===== src/rtl/dma_rf_pkg.sv =====
package dma_rf_pkg;

    localparam int unsigned NCH    = 4;
    localparam int unsigned CHW    = $clog2(NCH);
    localparam int unsigned DW     = 8;
    localparam int unsigned IOA_W  = 8;
    localparam int unsigned WW     = 2 * DW;     // address and count width
    localparam int unsigned CNT_IW = WW + 1;     // internal count holds count+1
    localparam int unsigned MODE_W = DW - 2;

    localparam logic [IOA_W-1:0] P_STAT   = 8'h08;  // read status / write command
    localparam logic [IOA_W-1:0] P_REQ    = 8'h09;
    localparam logic [IOA_W-1:0] P_SMASK  = 8'h0A;
    localparam logic [IOA_W-1:0] P_MODE   = 8'h0B;
    localparam logic [IOA_W-1:0] P_CLRPTR = 8'h0C;
    localparam logic [IOA_W-1:0] P_MCLR   = 8'h0D;
    localparam logic [IOA_W-1:0] P_ZERO   = 8'h0E;
    localparam logic [IOA_W-1:0] P_AMASK  = 8'h0F;

    typedef struct packed {
        logic [1:0] kind;
        logic       dec;
        logic       autoi;
        logic [1:0] xfer;
    } mode_t;

    typedef struct packed {
        logic           ac_hit;
        logic           ac_acc;
        logic           ac_wr;
        logic           ac_is_cnt;
        logic [CHW-1:0] ac_ch;
        logic           stat_hit;
        logic           stat_rd;
        logic           cmd_wr;
        logic           req_wr;
        logic           smask_wr;
        logic           amask_wr;
        logic           mode_wr;
        logic           clr_ptr;
        logic           mclr;
        logic           zero_hit;
        logic           page_hit;
        logic           page_wr;
        logic [CHW-1:0] page_ch;
    } dec_t;

    function automatic logic [WW-1:0] put_byte(input logic [WW-1:0] old,
                                               input logic lo,
                                               input logic [DW-1:0] b);
        return lo ? {old[WW-1:DW], b} : {b, old[DW-1:0]};
    endfunction

endpackage


===== src/rtl/dma_rf_dec.sv =====
module dma_rf_dec
    import dma_rf_pkg::*;
(
    input  logic [IOA_W-1:0] io_addr,
    input  logic             io_wr,
    input  logic             io_rd,
    output dec_t             dec
);
    logic rd_eff;

    always_comb begin
        rd_eff = io_rd & ~io_wr;
        dec = '0;
        dec.ac_hit    = (io_addr < IOA_W'(2 * NCH));
        dec.ac_acc    = dec.ac_hit & (io_wr | rd_eff);
        dec.ac_wr     = dec.ac_hit & io_wr;
        dec.ac_is_cnt = io_addr[0];
        dec.ac_ch     = io_addr[CHW:1];
        dec.stat_hit  = (io_addr == P_STAT);
        dec.stat_rd   = dec.stat_hit & rd_eff;
        dec.cmd_wr    = dec.stat_hit & io_wr;
        dec.req_wr    = (io_addr == P_REQ) & io_wr;
        dec.smask_wr  = (io_addr == P_SMASK) & io_wr;
        dec.amask_wr  = (io_addr == P_AMASK) & io_wr;
        dec.mode_wr   = (io_addr == P_MODE) & io_wr;
        dec.clr_ptr   = (io_addr == P_CLRPTR) & io_wr;
        dec.mclr      = (io_addr == P_MCLR) & io_wr;
        dec.zero_hit  = (io_addr == P_SMASK) | (io_addr == P_ZERO);
        case (io_addr)
            8'h87: begin dec.page_hit = 1'b1; dec.page_ch = CHW'(0); end
            8'h83: begin dec.page_hit = 1'b1; dec.page_ch = CHW'(1); end
            8'h81: begin dec.page_hit = 1'b1; dec.page_ch = CHW'(2); end
            8'h82: begin dec.page_hit = 1'b1; dec.page_ch = CHW'(3); end
            default: begin dec.page_hit = 1'b0; dec.page_ch = '0; end
        endcase
        dec.page_wr = dec.page_hit & io_wr;
    end
endmodule


===== src/rtl/dma_rf_ctl.sv =====
module dma_rf_ctl
    import dma_rf_pkg::*;
(
    input  logic           clk,
    input  logic           rst_n,
    input  logic           ac_acc,
    input  logic           clr_ptr,
    input  logic           mclr,
    input  logic           stat_rd,
    input  logic           req_wr,
    input  logic           cmd_wr,
    input  logic [DW-1:0]  wdata,
    input  logic [NCH-1:0] tc,
    output logic           ptr_lo,
    output logic [DW-1:0]  status,
    output logic [DW-1:0]  cmd
);
    typedef struct packed {
        logic           ptr;
        logic [NCH-1:0] req;
        logic [NCH-1:0] tcf;
        logic [DW-1:0]  cmd;
    } ctl_t;

    ctl_t st_d, st_q;

    always_comb begin
        st_d = st_q;
        if (ac_acc)             st_d.ptr = ~st_q.ptr;
        if (clr_ptr || mclr)    st_d.ptr = 1'b1;
        if (stat_rd)            st_d.tcf = '0;
        st_d.tcf = st_d.tcf | tc;
        if (req_wr)             st_d.req[wdata[CHW-1:0]] = wdata[2];
        if (cmd_wr)             st_d.cmd = wdata;
        if (mclr) begin
            st_d.tcf = '0;
            st_d.req = '0;
            st_d.cmd = '0;
        end
    end

    always_ff @(posedge clk or negedge rst_n) begin
        if (!rst_n) begin
            st_q     <= '0;
            st_q.ptr <= 1'b1;
        end else begin
            st_q <= st_d;
        end
    end

    assign ptr_lo = st_q.ptr;
    assign status = {st_q.req, st_q.tcf};
    assign cmd    = st_q.cmd;
endmodule


===== src/rtl/dma_rf_chan.sv =====
module dma_rf_chan
    import dma_rf_pkg::*;
#(
    parameter int unsigned ID = 0
) (
    input  logic              clk,
    input  logic              rst_n,
    input  logic              ac_wr,
    input  logic              ac_is_cnt,
    input  logic [CHW-1:0]    ac_ch,
    input  logic              lo_sel,
    input  logic [DW-1:0]     wdata,
    input  logic              page_wr,
    input  logic [CHW-1:0]    page_ch,
    input  logic              mode_wr,
    input  logic              smask_wr,
    input  logic              amask_wr,
    input  logic              mclr,
    input  logic              tc,
    output logic [WW-1:0]     base_addr,
    output logic [WW-1:0]     base_cnt,
    output logic [CNT_IW-1:0] rem_cnt,
    output logic [DW-1:0]     page,
    output mode_t             mode,
    output logic              enable
);
    typedef struct packed {
        logic [WW-1:0]     addr;
        logic [WW-1:0]     bcnt;
        logic [CNT_IW-1:0] rem;
        logic [DW-1:0]     page;
        mode_t             mode;
        logic              masked;
    } ch_t;

    ch_t st_d, st_q;
    logic me_ac, me_sel;

    always_comb begin
        me_ac  = ac_wr && (ac_ch == CHW'(ID));
        me_sel = (wdata[CHW-1:0] == CHW'(ID));
        st_d   = st_q;
        if (tc)
            st_d.rem = st_q.mode.autoi ? ({1'b0, st_q.bcnt} + CNT_IW'(1)) : '0;
        if (me_ac && !ac_is_cnt)
            st_d.addr = put_byte(st_q.addr, lo_sel, wdata);
        if (me_ac && ac_is_cnt) begin
            st_d.bcnt = put_byte(st_q.bcnt, lo_sel, wdata);
            st_d.rem  = {1'b0, st_d.bcnt} + CNT_IW'(1);
        end
        if (page_wr && (page_ch == CHW'(ID)))
            st_d.page = wdata;
        if (mode_wr && me_sel)
            st_d.mode = mode_t'(wdata[DW-1:2]);
        if (smask_wr && me_sel)
            st_d.masked = wdata[2];
        if (amask_wr)
            st_d.masked = wdata[ID];
        if (mclr)
            st_d.masked = 1'b1;
    end

    always_ff @(posedge clk or negedge rst_n) begin
        if (!rst_n) begin
            st_q        <= '0;
            st_q.masked <= 1'b1;
        end else begin
            st_q <= st_d;
        end
    end

    assign base_addr = st_q.addr;
    assign base_cnt  = st_q.bcnt;
    assign rem_cnt   = st_q.rem;
    assign page      = st_q.page;
    assign mode      = st_q.mode;
    assign enable    = !st_q.masked && (st_q.mode.autoi || (st_q.rem != '0));
endmodule


===== src/rtl/dma_rf.sv =====
module dma_rf
    import dma_rf_pkg::*;
(
    input  logic                  clk,
    input  logic                  rst_n,
    input  logic [IOA_W-1:0]      io_addr,
    input  logic                  io_wr,
    input  logic                  io_rd,
    input  logic [DW-1:0]         io_wdata,
    output logic [DW-1:0]         io_rdata,
    input  logic [NCH-1:0]        tc_in,
    output logic [NCH-1:0]        chan_en,
    output logic [NCH*WW-1:0]     ch_addr,
    output logic [NCH*WW-1:0]     ch_cnt,
    output logic [NCH*DW-1:0]     ch_page,
    output logic [NCH*MODE_W-1:0] ch_mode,
    output logic [DW-1:0]         cmd_o
);
    dec_t              dec;
    logic              ptr_w;
    logic [DW-1:0]     status_w;
    logic [WW-1:0]     addr_v [NCH];
    logic [CNT_IW-1:0] rem_v  [NCH];
    logic [DW-1:0]     page_v [NCH];

    dma_rf_dec u_dec (
        .io_addr (io_addr),
        .io_wr   (io_wr),
        .io_rd   (io_rd),
        .dec     (dec)
    );

    dma_rf_ctl u_ctl (
        .clk     (clk),
        .rst_n   (rst_n),
        .ac_acc  (dec.ac_acc),
        .clr_ptr (dec.clr_ptr),
        .mclr    (dec.mclr),
        .stat_rd (dec.stat_rd),
        .req_wr  (dec.req_wr),
        .cmd_wr  (dec.cmd_wr),
        .wdata   (io_wdata),
        .tc      (tc_in),
        .ptr_lo  (ptr_w),
        .status  (status_w),
        .cmd     (cmd_o)
    );

    for (genvar i = 0; i < NCH; i++) begin : g_ch
        mode_t m;
        dma_rf_chan #(.ID(i)) u_ch (
            .clk       (clk),
            .rst_n     (rst_n),
            .ac_wr     (dec.ac_wr),
            .ac_is_cnt (dec.ac_is_cnt),
            .ac_ch     (dec.ac_ch),
            .lo_sel    (ptr_w),
            .wdata     (io_wdata),
            .page_wr   (dec.page_wr),
            .page_ch   (dec.page_ch),
            .mode_wr   (dec.mode_wr),
            .smask_wr  (dec.smask_wr),
            .amask_wr  (dec.amask_wr),
            .mclr      (dec.mclr),
            .tc        (tc_in[i]),
            .base_addr (addr_v[i]),
            .base_cnt  (ch_cnt[i*WW +: WW]),
            .rem_cnt   (rem_v[i]),
            .page      (page_v[i]),
            .mode      (m),
            .enable    (chan_en[i])
        );
        assign ch_addr[i*WW +: WW]         = addr_v[i];
        assign ch_page[i*DW +: DW]         = page_v[i];
        assign ch_mode[i*MODE_W +: MODE_W] = m;
    end

    logic [CNT_IW-1:0] cnt_m1;
    logic [WW-1:0]     word;

    always_comb begin
        cnt_m1 = rem_v[dec.ac_ch] - CNT_IW'(1);
        word   = dec.ac_is_cnt ? cnt_m1[WW-1:0] : addr_v[dec.ac_ch];
        if (dec.ac_hit)
            io_rdata = ptr_w ? word[DW-1:0] : word[WW-1:DW];
        else if (dec.stat_hit)
            io_rdata = status_w;
        else if (dec.zero_hit)
            io_rdata = '0;
        else if (dec.page_hit)
            io_rdata = page_v[dec.page_ch];
        else
            io_rdata = '1;
    end
endmodule


===== config.mk =====
export PLATFORM = sky130hd
export DESIGN_NAME = dma_rf
export DESIGN_NICKNAME = d
export VERILOG_FILES = /design/src/rtl/dma_rf_pkg.sv /design/src/rtl/dma_rf_dec.sv /design/src/rtl/dma_rf_ctl.sv /design/src/rtl/dma_rf_chan.sv /design/src/rtl/dma_rf.sv
export SDC_FILE = /design/constraint.sdc
export NUM_CORES = 1
export LEC_CHECK = 0
export CORE_UTILIZATION = 31
export CTS_CLUSTER_SIZE = 10
export DETAILED_ROUTE_END_ITERATION = 10
export GPL_TIMING_DRIVEN = 0
export SLEW_MARGIN = 25
export SYNTH_ARGS = -nofsm -noshare
export SYNTH_HDL_FRONTEND = slang
export SYNTH_SLANG_ARGS = --single-unit

===== constraint.sdc =====
create_clock -name clk -period 4 [get_ports clk]
set_input_delay 0.8 -clock clk [delete_from_list [all_inputs] [get_ports clk]]
set_output_delay 0.8 -clock clk [all_outputs]
set_load 0.01 [all_outputs]

==> results_dict.tcl <==
set metrics [dict create \
    rr_endpoint "g_ch[3].u_ch.rem_cnt[14]" \
    grt_overflow 0 \
    critPathLaunchType "input port" \
    clk_latency_ns 0.56 \
    postCtsHoldBufs 0 \
    required_ns 3.20 \
    synthesis.nets 1822 \
    setup_ws_ns 0.0460 \
    hpwl_um 55500 \
    ir_drop_v 0.000265 \
    ys_async_sr_fraction 1.00 \
    fill_cells 5738 \
    drc 0 \
    end_kind "output port" \
    grt_use_total 0.257 \
    power.total_mw 8.18 \
    gp_congestion 0.995 \
    power_density_nw_per_um2 366 \
    outcome "finished, final reports clean" \
    hold_path_class "input port to asynchronous set/reset pin" \
    dieArea_um2 57900 \
    relSlewSlack 0.256 \
    start_util 0.313 \
    crit_type "input port to output port" \
    r2r_cells 13 \
    grt_pass1_wl_um 108000 \
    cts.sinks 273 \
    h-tree-depth 2 \
    fmax_mhz 253 \
    startpoint "io_addr[0]" \
    io_buffers 222 \
    chipHeight_um 241 \
    layout_min_cycle_time_ns 3.95 \
    synth_edf_count 0 \
    synth_cell_types 75 \
    first_pass_iters 7 \
    cts_root_buf "clkbuf_16" \
    yosys.area.top_type "dfrtp_1" \
    grt_max_degree 86 \
    cts_tree "yes" \
    ys_ff_latch 273 \
    rsz0062_at_grt "false" \
    stdcell_count 2838 \
    holdWs_ns 0.156 \
    maxSlewViolCount 0 \
    drt_iter0_markers 1657 \
    cts-buffers-inserted 35 \
    postSynthAreaPerCell_um2 9.88 \
    grt_pass1_vias 15400 \
    skew_ns 0.0239 \
    clockBufferDepth 3 \
    multi_input_area_um2 8870 \
    crit_fanout 10 \
    final_cell_mix "268 x dfrtp_1, 211 x clkdlybuf4s50_1, 206 x buf_4, 166 x mux2_2, 150 x nand2_1" \
    p_leak_nw 9.82 \
    num_vias 15400 \
    seq_area_um2 6840 \
    synthCells 1789 \
    core-area_um2 56400 \
    pre_cts_ws_ns -1.79 \
    path_clk_slew_ns 0.06 \
    rows 87 \
    r2r-start "u_ctl.ptr_lo" \
    synth_top_area_share 0.380 \
    utilization 0.397 \
    ioPinCount 228 \
    die_width_um 241 \
    setup_viol 0 \
    postRouteAntennaNets 0 \
    fin_crit_sh 0.988 \
    wire_per_inst_um 26.2 \
    final_common_cell "dfrtp_1" \
    yosysSeqAreaShare 0.387 \
    dp.cells 2771 \
    routed_via_density 5.43 \
    cp.arrival_ns 3.15 \
    routed_wl_um 74500 \
    synth_ff_type "dfrtp_1" \
    antenna_found_initial 3 \
    yosysWarnings 0 \
    nets 2093 \
    netlist_area_um2 17700 \
    worstMarginPinSlew_ns 1.12 \
    drive_gt1_frac 0.265 \
    yosys-top-cells-area "dfrtp_1 38%, mux2_2 11%, buf_4 8.1%, mux4_2 3.4%, nand2_1 3.2%" \
    syn_to_final_growth_pct 26.6 \
    maxCapViolCount 0 \
    hold_viol 0 \
    ff2ff_setup_slack_ns 0.17 \
]
-- synthesized netlist by cell type, types with 13 or more instances --
library cell and count:
dfrtp_1 268, buf_4 191, mux2_2 166, nand2_1 151, clkbuf_1 96, a21oi_1 94, o21ai_0 69, xor2_1 64
nand3_1 62, nor2_1 60, xnor2_1 54, inv_1 42, mux2i_1 39, a221oi_1 35, mux4_2 27, nand4_1 27
and3_1 26, nand3b_1 25, nor2b_1 24, buf_2 23, o22ai_1 22, nor4_1 19, a31oi_1 14, nor3_1 14
nand2b_1 13
-- worst max-delay path by stage --
stage	end	slack, ns	cells after the start
2_1_floorplan	io_rdata[6]	0.33	8
3_3_place_gp	g_ch[2].u_ch.base_addr[14]	-10.29	1
3_5_place_dp	g_ch[2].u_ch.rem_cnt[14]	-1.79	11
4_1_cts	io_rdata[2]	-0.02	9
5_1_grt	io_rdata[0]	0.001	10
6_report	io_rdata[4]	0.05	9
-- sequential cells by signal, indices dropped and copies added, names as in the netlist --
register,flops
g_ch.u_ch.st_q,4
g_ch.u_ch.mode,24
g_ch.u_ch.page,32
g_ch.u_ch.base_addr,64
u_ctl.ptr_lo,1
g_ch.u_ch.rem_cnt,68
u_ctl.cmd,8
g_ch.u_ch.base_cnt,64
u_ctl.status,8
-- metrics by stage --
step | cell area, um2 | setup TNS [ns]
floorplan | 17700 | 0
global placement | 20800 | -2830.33
detailed placement | 20900 | -44.90
CTS | 22300 | -0.0230
global route | 22400 | 0
finish | 22400 | 0
-- area by class of cell --
class                      instances  area share
tap                              756      0.0423
multi-input combinational       1157       0.397
sequential                       273       0.306
timing repair buffer             239       0.108
buffer                           311      0.0927
inverter                          43     0.00721
clock buffer                      54      0.0455
antenna                            1    0.000112
clock inverter                     4     0.00173
-- metal layers --
metal,part of all wire,up-vias,GRT usage
li1,-,6771,-
met1,0.42,7794,0.341
met2,0.46,670,0.411
met3,0.070,160,0.0478
met4,0.042,2,0.107
met5,0.00017,-,0
-- report_power, final --
part	leakage, nW	internal [mW]	switching [mW]
Sequential	3.73	2.86	0.109
Combinational	5.57	0.835	1.33
Clock	0.518	1.75	1.30
-- critical path, cell delays in order --
cell	delay (ns)
clkbuf_1	0.24
buf_1	0.51
buf_2	0.41
a2bb2oi_1	0.13
o22ai_1	0.16
nand2_1	0.08
a22oi_1	0.37
a41oi_2	0.10
dlygate4sd2_1	0.34
-- repair_timing --
item	4_1_cts	5_1_grt
resized for setup	102	12
buffers inserted	8	4
pin swaps	8	1
cloned	1	0
endpoints found under the setup margin	42	10
-- kinds of logic (layout without fill, tap and decap cells) --
logic type | after synthesis | after routing | share of synthesized area
other | 0 | 1 | 0
xor gates and xnor gates | 118 | 118 | 0.0585
adders and majority gates | 9 | 9 | 0.00637
AOI/OAI and AO/OA | 316 | 316 | 0.115
buffers and inverters | 359 | 651 | 0.119
and+or+nand+nor | 476 | 476 | 0.142
muxes | 238 | 238 | 0.171
DFF | 273 | 273 | 0.387
No activity file was read; power rests on OpenSTA's default activity.
